## src/rtl/dly_pkg.sv

```systemverilog
package dly_pkg;
  // Scalar strobes passed from the control to the datapath
  typedef struct packed {
    logic extraOn;  // switch in the extra single-cycle stage
    logic outEn;    // pass the delayed stream to the output
  } dlyStrobe_t;
endpackage

```

## src/rtl/dly_stage.sv

```systemverilog
module dly_stage #(
  parameter int DEPTH = 1
) (
  input  logic clk,
  input  logic rst,
  input  logic take,
  input  logic din,
  output logic dout
);
  logic [DEPTH-1:0] sr;

  generate
    if (DEPTH == 1) begin : g_single
      always_ff @(posedge clk) begin
        if (rst) sr <= '0;
        else     sr <= din;
      end
    end else begin : g_multi
      always_ff @(posedge clk) begin
        if (rst) sr <= '0;
        else     sr <= {sr[DEPTH-2:0], din};
      end
    end
  endgenerate

  // Bypass mux: the stage adds DEPTH cycles only when taken
  assign dout = take ? sr[DEPTH-1] : din;
endmodule

```

## src/rtl/dly_ctrl.sv

```systemverilog
module dly_ctrl
  import dly_pkg::*;
#(
  parameter int STAGES = 10
) (
  input  logic              clk,
  input  logic              rst,
  input  logic [STAGES-1:0] ctrlWord,
  input  logic              loadHold,
  input  logic              forceMin,
  input  logic              forceMax,
  input  logic              enN,
  output logic [STAGES-1:0] takeMask,
  output dlyStrobe_t        strobe
);
  logic [STAGES-1:0] heldWord;

  // Holding register: follows the word while open, keeps it while closed
  always_ff @(posedge clk) begin
    if (rst)            heldWord <= '0;
    else if (forceMin)  heldWord <= '0;
    else if (!loadHold) heldWord <= ctrlWord;
  end

  // Overrides sit ahead of the chain; the minimum override has priority
  always_comb begin
    if (forceMin)      takeMask = '0;
    else if (forceMax) takeMask = '1;
    else               takeMask = heldWord;
    strobe.extraOn = forceMax & ~forceMin;
    strobe.outEn   = ~enN;
  end

  AST_HOLD_KEEPS: assert property (@(posedge clk) disable iff (rst)
    (loadHold && !forceMin) |=> $stable(heldWord));
  AST_OPEN_TRACKS: assert property (@(posedge clk) disable iff (rst)
    (!loadHold && !forceMin) |=> (heldWord == $past(ctrlWord)));
  AST_MIN_CLEARS: assert property (@(posedge clk) disable iff (rst)
    forceMin |=> (heldWord == '0));
endmodule

```

## src/rtl/dly_chain.sv

```systemverilog
module dly_chain
  import dly_pkg::*;
#(
  parameter int STAGES = 10
) (
  input  logic              clk,
  input  logic              rst,
  input  logic              dataIn,
  input  logic [STAGES-1:0] takeMask,
  input  dlyStrobe_t        strobe,
  output logic              dataOut
);
  localparam int NODES = STAGES + 1;

  logic [NODES-1:0] node;
  logic             tailOut;

  assign node[0] = dataIn;

  // Weighted stages in series, largest weight first
  generate
    for (genvar i = 0; i < STAGES; i++) begin : g_stage
      localparam int BITIDX = STAGES - 1 - i;
      dly_stage #(.DEPTH(1 << BITIDX)) stage_i (
        .clk  (clk),
        .rst  (rst),
        .take (takeMask[BITIDX]),
        .din  (node[i]),
        .dout (node[i+1])
      );
    end
  endgenerate

  // Extra unit stage, used only by the maximum override
  dly_stage #(.DEPTH(1)) extra_i (
    .clk  (clk),
    .rst  (rst),
    .take (strobe.extraOn),
    .din  (node[STAGES]),
    .dout (tailOut)
  );

  always_ff @(posedge clk) begin
    if (rst) dataOut <= 1'b0;
    else     dataOut <= strobe.outEn ? tailOut : 1'b0;
  end

  AST_DISABLED_LOW: assert property (@(posedge clk) disable iff (rst)
    !strobe.outEn |=> (dataOut == 1'b0));
  AST_EXTRA_ONLY_FULL: assert property (@(posedge clk) disable iff (rst)
    strobe.extraOn |-> (&takeMask));
endmodule

```

## src/rtl/dly_line_top.sv

```systemverilog
module dly_line_top
  import dly_pkg::*;
#(
  parameter int STAGES = 10
) (
  input  logic              clk,
  input  logic              rst,
  input  logic              dataIn,
  input  logic [STAGES-1:0] ctrlWord,
  input  logic              loadHold,
  input  logic              forceMin,
  input  logic              forceMax,
  input  logic              enN,
  output logic              dataOut
);
  logic [STAGES-1:0] takeMask;
  dlyStrobe_t        strobe;

  dly_ctrl #(.STAGES(STAGES)) ctrl_i (
    .clk      (clk),
    .rst      (rst),
    .ctrlWord (ctrlWord),
    .loadHold (loadHold),
    .forceMin (forceMin),
    .forceMax (forceMax),
    .enN      (enN),
    .takeMask (takeMask),
    .strobe   (strobe)
  );

  dly_chain #(.STAGES(STAGES)) chain_i (
    .clk      (clk),
    .rst      (rst),
    .dataIn   (dataIn),
    .takeMask (takeMask),
    .strobe   (strobe),
    .dataOut  (dataOut)
  );

  AST_MIN_WINS: assert property (@(posedge clk) disable iff (rst)
    (forceMin && forceMax) |-> (takeMask == '0 && !strobe.extraOn));
endmodule

```

## config.mk

```make
export PLATFORM = sky130hd
export DESIGN_NAME = dly_line_top
export DESIGN_NICKNAME = d
export VERILOG_FILES = /design/src/rtl/dly_pkg.sv /design/src/rtl/dly_stage.sv /design/src/rtl/dly_ctrl.sv /design/src/rtl/dly_chain.sv /design/src/rtl/dly_line_top.sv
export SDC_FILE = /design/constraint.sdc
export NUM_CORES = 1
export LEC_CHECK = 0
export ABC_AREA = 1
export ABC_CLOCK_PERIOD_IN_PS = 1800
export BUFFER_PORTS_ARGS = -buffer_cell sky130_fd_sc_hd__buf_2
export CAP_MARGIN = 20
export CORE_ASPECT_RATIO = 0.8
export CORE_MARGIN = 5
export CORE_UTILIZATION = 34
export CTS_CLUSTER_DIAMETER = 30
export DETAILED_ROUTE_END_ITERATION = 12
export GPL_TIMING_DRIVEN = 0
export PLACE_DENSITY_LB_ADDON = 0.08
export SYNTH_ARGS = -nofsm -noshare
export SYNTH_HDL_FRONTEND = slang
export SYNTH_SLANG_ARGS = --single-unit
```

## constraint.sdc

```tcl
create_clock -name clk -period 1.8 [get_ports clk]
set_clock_uncertainty 0.15 [all_clocks]
set_input_delay 0.18 -clock clk [delete_from_list [all_inputs] [get_ports clk]]
set_output_delay 0.18 -clock clk [all_outputs]
set_load 0.02 [all_outputs]
```

==> results_dict.tcl <==
set metrics [dict create \
    timing.fmax_ghz 0.561 \
    min-delay-path-class "input port to register" \
    drt_iter0_drc 597 \
    critPathMostFrequentCell "nand3_2" \
    seq_area_mm2 0.0207 \
    hold_violations 0 \
    first_pass_iters 5 \
    endpoint_kind "register" \
    rrSetupSlack_ps 20 \
    setup.worst_path.start_class "register" \
    leakage_nw 14.2 \
    finalSetupViolCount 0 \
    start_util_pct 34.2 \
    clk_pin_slew_ps 50 \
    relSlewSlack_pct 55.9 \
    ant_nets 0 \
    worst_ep_required_time_ps 2250 \
    worstMarginPinSlew_ps 662 \
    ys_seq_elements 1035 \
    portBuffers 16 \
    final_net_count 3504 \
    chipWidth_um 338 \
    grt_pass1_vias 16200 \
    p_per_area_mw_per_mm2 1470 \
    synth_cell_types 17 \
    synthTopCellsByArea "dfxtp_1, inv_1, nor2_1" \
    clock_latency_ps 700 \
    holdPathEnd "chain_i.g_stage[8].stage_i.sr[0]" \
    worstPathCellList "o21ai_4, inv_2, nand2_2, nand3_2, nand3_2, nand3_2, nand3_2, nand3_2, nand3_2, nand3_2, nand3_2, nand3_2, nand2_2, inv_2" \
    synth_area_mm2 0.0293 \
    area_growth_pct 25.1 \
    worst-path-stages 14 \
    routed_wl_um 39300 \
    grt_pass1_wl_um 71200 \
    period_needed_ps 1780 \
    clkSinkCount 1035 \
    drive_above_1_share_pct 9.27 \
    ir_drop_v 0.000823 \
    numCtsBuffers 158 \
    clockBufferDepth 3 \
    status "finished, final reports clean" \
    ff2ff_path_depth 14 \
    avgSynthCellArea_um2 8.95 \
    syn-instance-count 3274 \
    grt_overflow 0 \
    arrival_ps 2240 \
    pin_count 18 \
    design.core.area_mm2 0.0856 \
    worst_hold_slack_ps 166 \
    reg2reg_from "ctrl_i.heldWord[8]" \
    yosysSeqAreaShare_pct 70.7 \
    cpMaxStageDelayCell "dfxtp_2" \
    yosys_warnings 0 \
    yosysTopAreaCellShare_pct 70.7 \
    antenna_found_initial 0 \
    grtUsageTotal_pct 8.99 \
    htreeDepth 4 \
    cts-root-buf "clkbuf_16" \
    power_w 0.0540 \
    rsz0062_at_grt "true" \
    slew_viol_final 0 \
    via_count 16900 \
    whs_path_depth 3 \
    place_congestion 0.683 \
    cts_tree "built" \
    wl_per_cell_um 8.29 \
    hpwl_um 22300 \
    die_h_um 273 \
    cp_max_fo 2 \
    grt_max_degree 17 \
    period_share_pct 99.0 \
    rows 96 \
    crit_family "simple AND/OR/NAND/NOR gates" \
    maxCapViolations 0 \
    syn_nets 3291 \
    max_stage_delay_ps 340 \
    die_area_mm2 0.0922 \
    via_per_inst 3.56 \
    synth_top_area_cell "dfxtp_1" \
    diodes 0 \
    path_class "register to register" \
    reg2reg_to "chain_i.dataOut" \
    drc 0 \
    min-delay-start "rst" \
    multi_input_area_mm2 0.00425 \
    cp_num_buf_inv 2 \
    n_fill_cell 8316 \
]
-- worst register-to-register path, delay by kind of cell, from the launching register on --
kind | cells | cell delay [ps]
compound gates | 1 | 170
buf+inv | 2 | 90
flops | 1 | 340
simple gates | 11 | 940
-- how the worst max path moves through the flow --
stage / startpoint / end / slack (ps)
3_3_place_gp: rst / chain_i.g_stage[0].stage_i.sr[366] / -650
6_report: ctrl_i.heldWord[8] / chain_i.dataOut / 20
3_5_place_dp: rst / chain_i.g_stage[0].stage_i.sr[368] / -660
5_1_grt: ctrl_i.heldWord[8] / chain_i.dataOut / -70
2_1_floorplan: ctrl_i.heldWord[8] / chain_i.dataOut / 250
4_1_cts: ctrl_i.heldWord[8] / chain_i.dataOut / 7
-- what timing repair did --
action,4_1_cts,5_1_grt
gates resized for setup,0,8
endpoints found under the setup margin,1,2
setup buffers,0,1
pin swaps,1,5
hold buffers,36,0
endpoints found under the hold margin,22,0
-- registers in the layout (all words and copies together) (netlist names) --
register,flops
chain_i.g_stage.stage_i.sr,1023
chain_i.dataOut,1
ctrl_i.heldWord,10
chain_i.extra_i.sr,1
-- synth_stat cells --
cell,count
dfxtp_1,1035
inv_1,1023
nor2_1,1021
clkbuf_1,96
nand2_1,31
buf_2,19
a21oi_1,15
nand3_2,12
o21ai_1,6
o21ai_0,3
or2_2,3
buf_6,2
clkinv_1,2
inv_2,2
o21ai_2,2
nand2_2,1
or2_1,1
-- power by group --
group          leakage, nW  switching, W  internal, W
Sequential            8.34     0.0000161       0.0230
Combinational         3.21      0.000468     0.000176
Clock                 2.68        0.0105       0.0198
-- cells in the final DEF, fill, tap and decap left out, types with 2 or more instances in the layout --
| cell | Yosys | routed |
|---|---|---|
| dfxtp_2 | 0 | 2 |
| or2_2 | 3 | 3 |
| clkinv_4 | 0 | 12 |
| inv_1 | 1023 | 1021 |
| buf_2 | 19 | 35 |
| buf_6 | 2 | 2 |
| o21ai_0 | 3 | 3 |
| nand2_1 | 31 | 28 |
| nand3_2 | 12 | 12 |
| clkinv_2 | 0 | 25 |
| a21oi_1 | 15 | 15 |
| clkinvlp_4 | 0 | 8 |
| inv_2 | 2 | 4 |
| clkinv_1 | 2 | 2 |
| dlygate4sd3_1 | 0 | 36 |
| nor2_1 | 1021 | 1021 |
| nand2_2 | 1 | 4 |
| o21ai_1 | 6 | 6 |
| clkbuf_1 | 96 | 113 |
| inv_16 | 0 | 2 |
| inv_8 | 0 | 2 |
| clkbuf_16 | 0 | 160 |
| clkbuf_8 | 0 | 26 |
| clkinv_8 | 0 | 5 |
| bufinv_16 | 0 | 16 |
| inv_6 | 0 | 14 |
| dfxtp_1 | 1035 | 1033 |
-- metal layers --
layer / vias up / GRT usage, % / wire length, um
li1: 9340 / - / -
met1: 7235 / 11.4 / 20200
met5: - / 0 / 0
met3: 109 / 3.27 / 1930
met4: 0 / 5.14 / 1270
met2: 194 / 13.2 / 15900
-- layout make-up --
class / count / share of cell area, %
timing repair buffer: 53 / 1.22
tap: 1127 / 3.85
multi-input combinational: 1095 / 11.6
sequential: 1035 / 56.6
buffer: 117 / 1.30
inverter: 1027 / 10.5
clock inverter: 84 / 2.83
clock buffer: 203 / 12.1
-- logic make-up after synthesis --
logic type / after synthesis / synth area share, %
flip-flops: 1035 / 70.7
AO/OA/AOI/OAI: 26 / 0.470
buffers and inverters: 1144 / 14.8
AND/OR/NAND/NOR: 1069 / 14.0
-- stage by stage --
step                      utilization, %  worst slack, ps  area [um^2]  TNS, ps  std cells
after floorplan                        -              252        29300        0       3274
after global placement              35.9             -645        30800  -147910       4417
after detailed placement            35.9             -658        30800  -154450       4417
after CTS                           42.7             6.50        36600        0       4740
after global routing                42.8            -67.1        36600    -90.3       4741
final                               42.8             17.2        36600        0       4741
No activity file was read; power rests on OpenSTA's default activity.
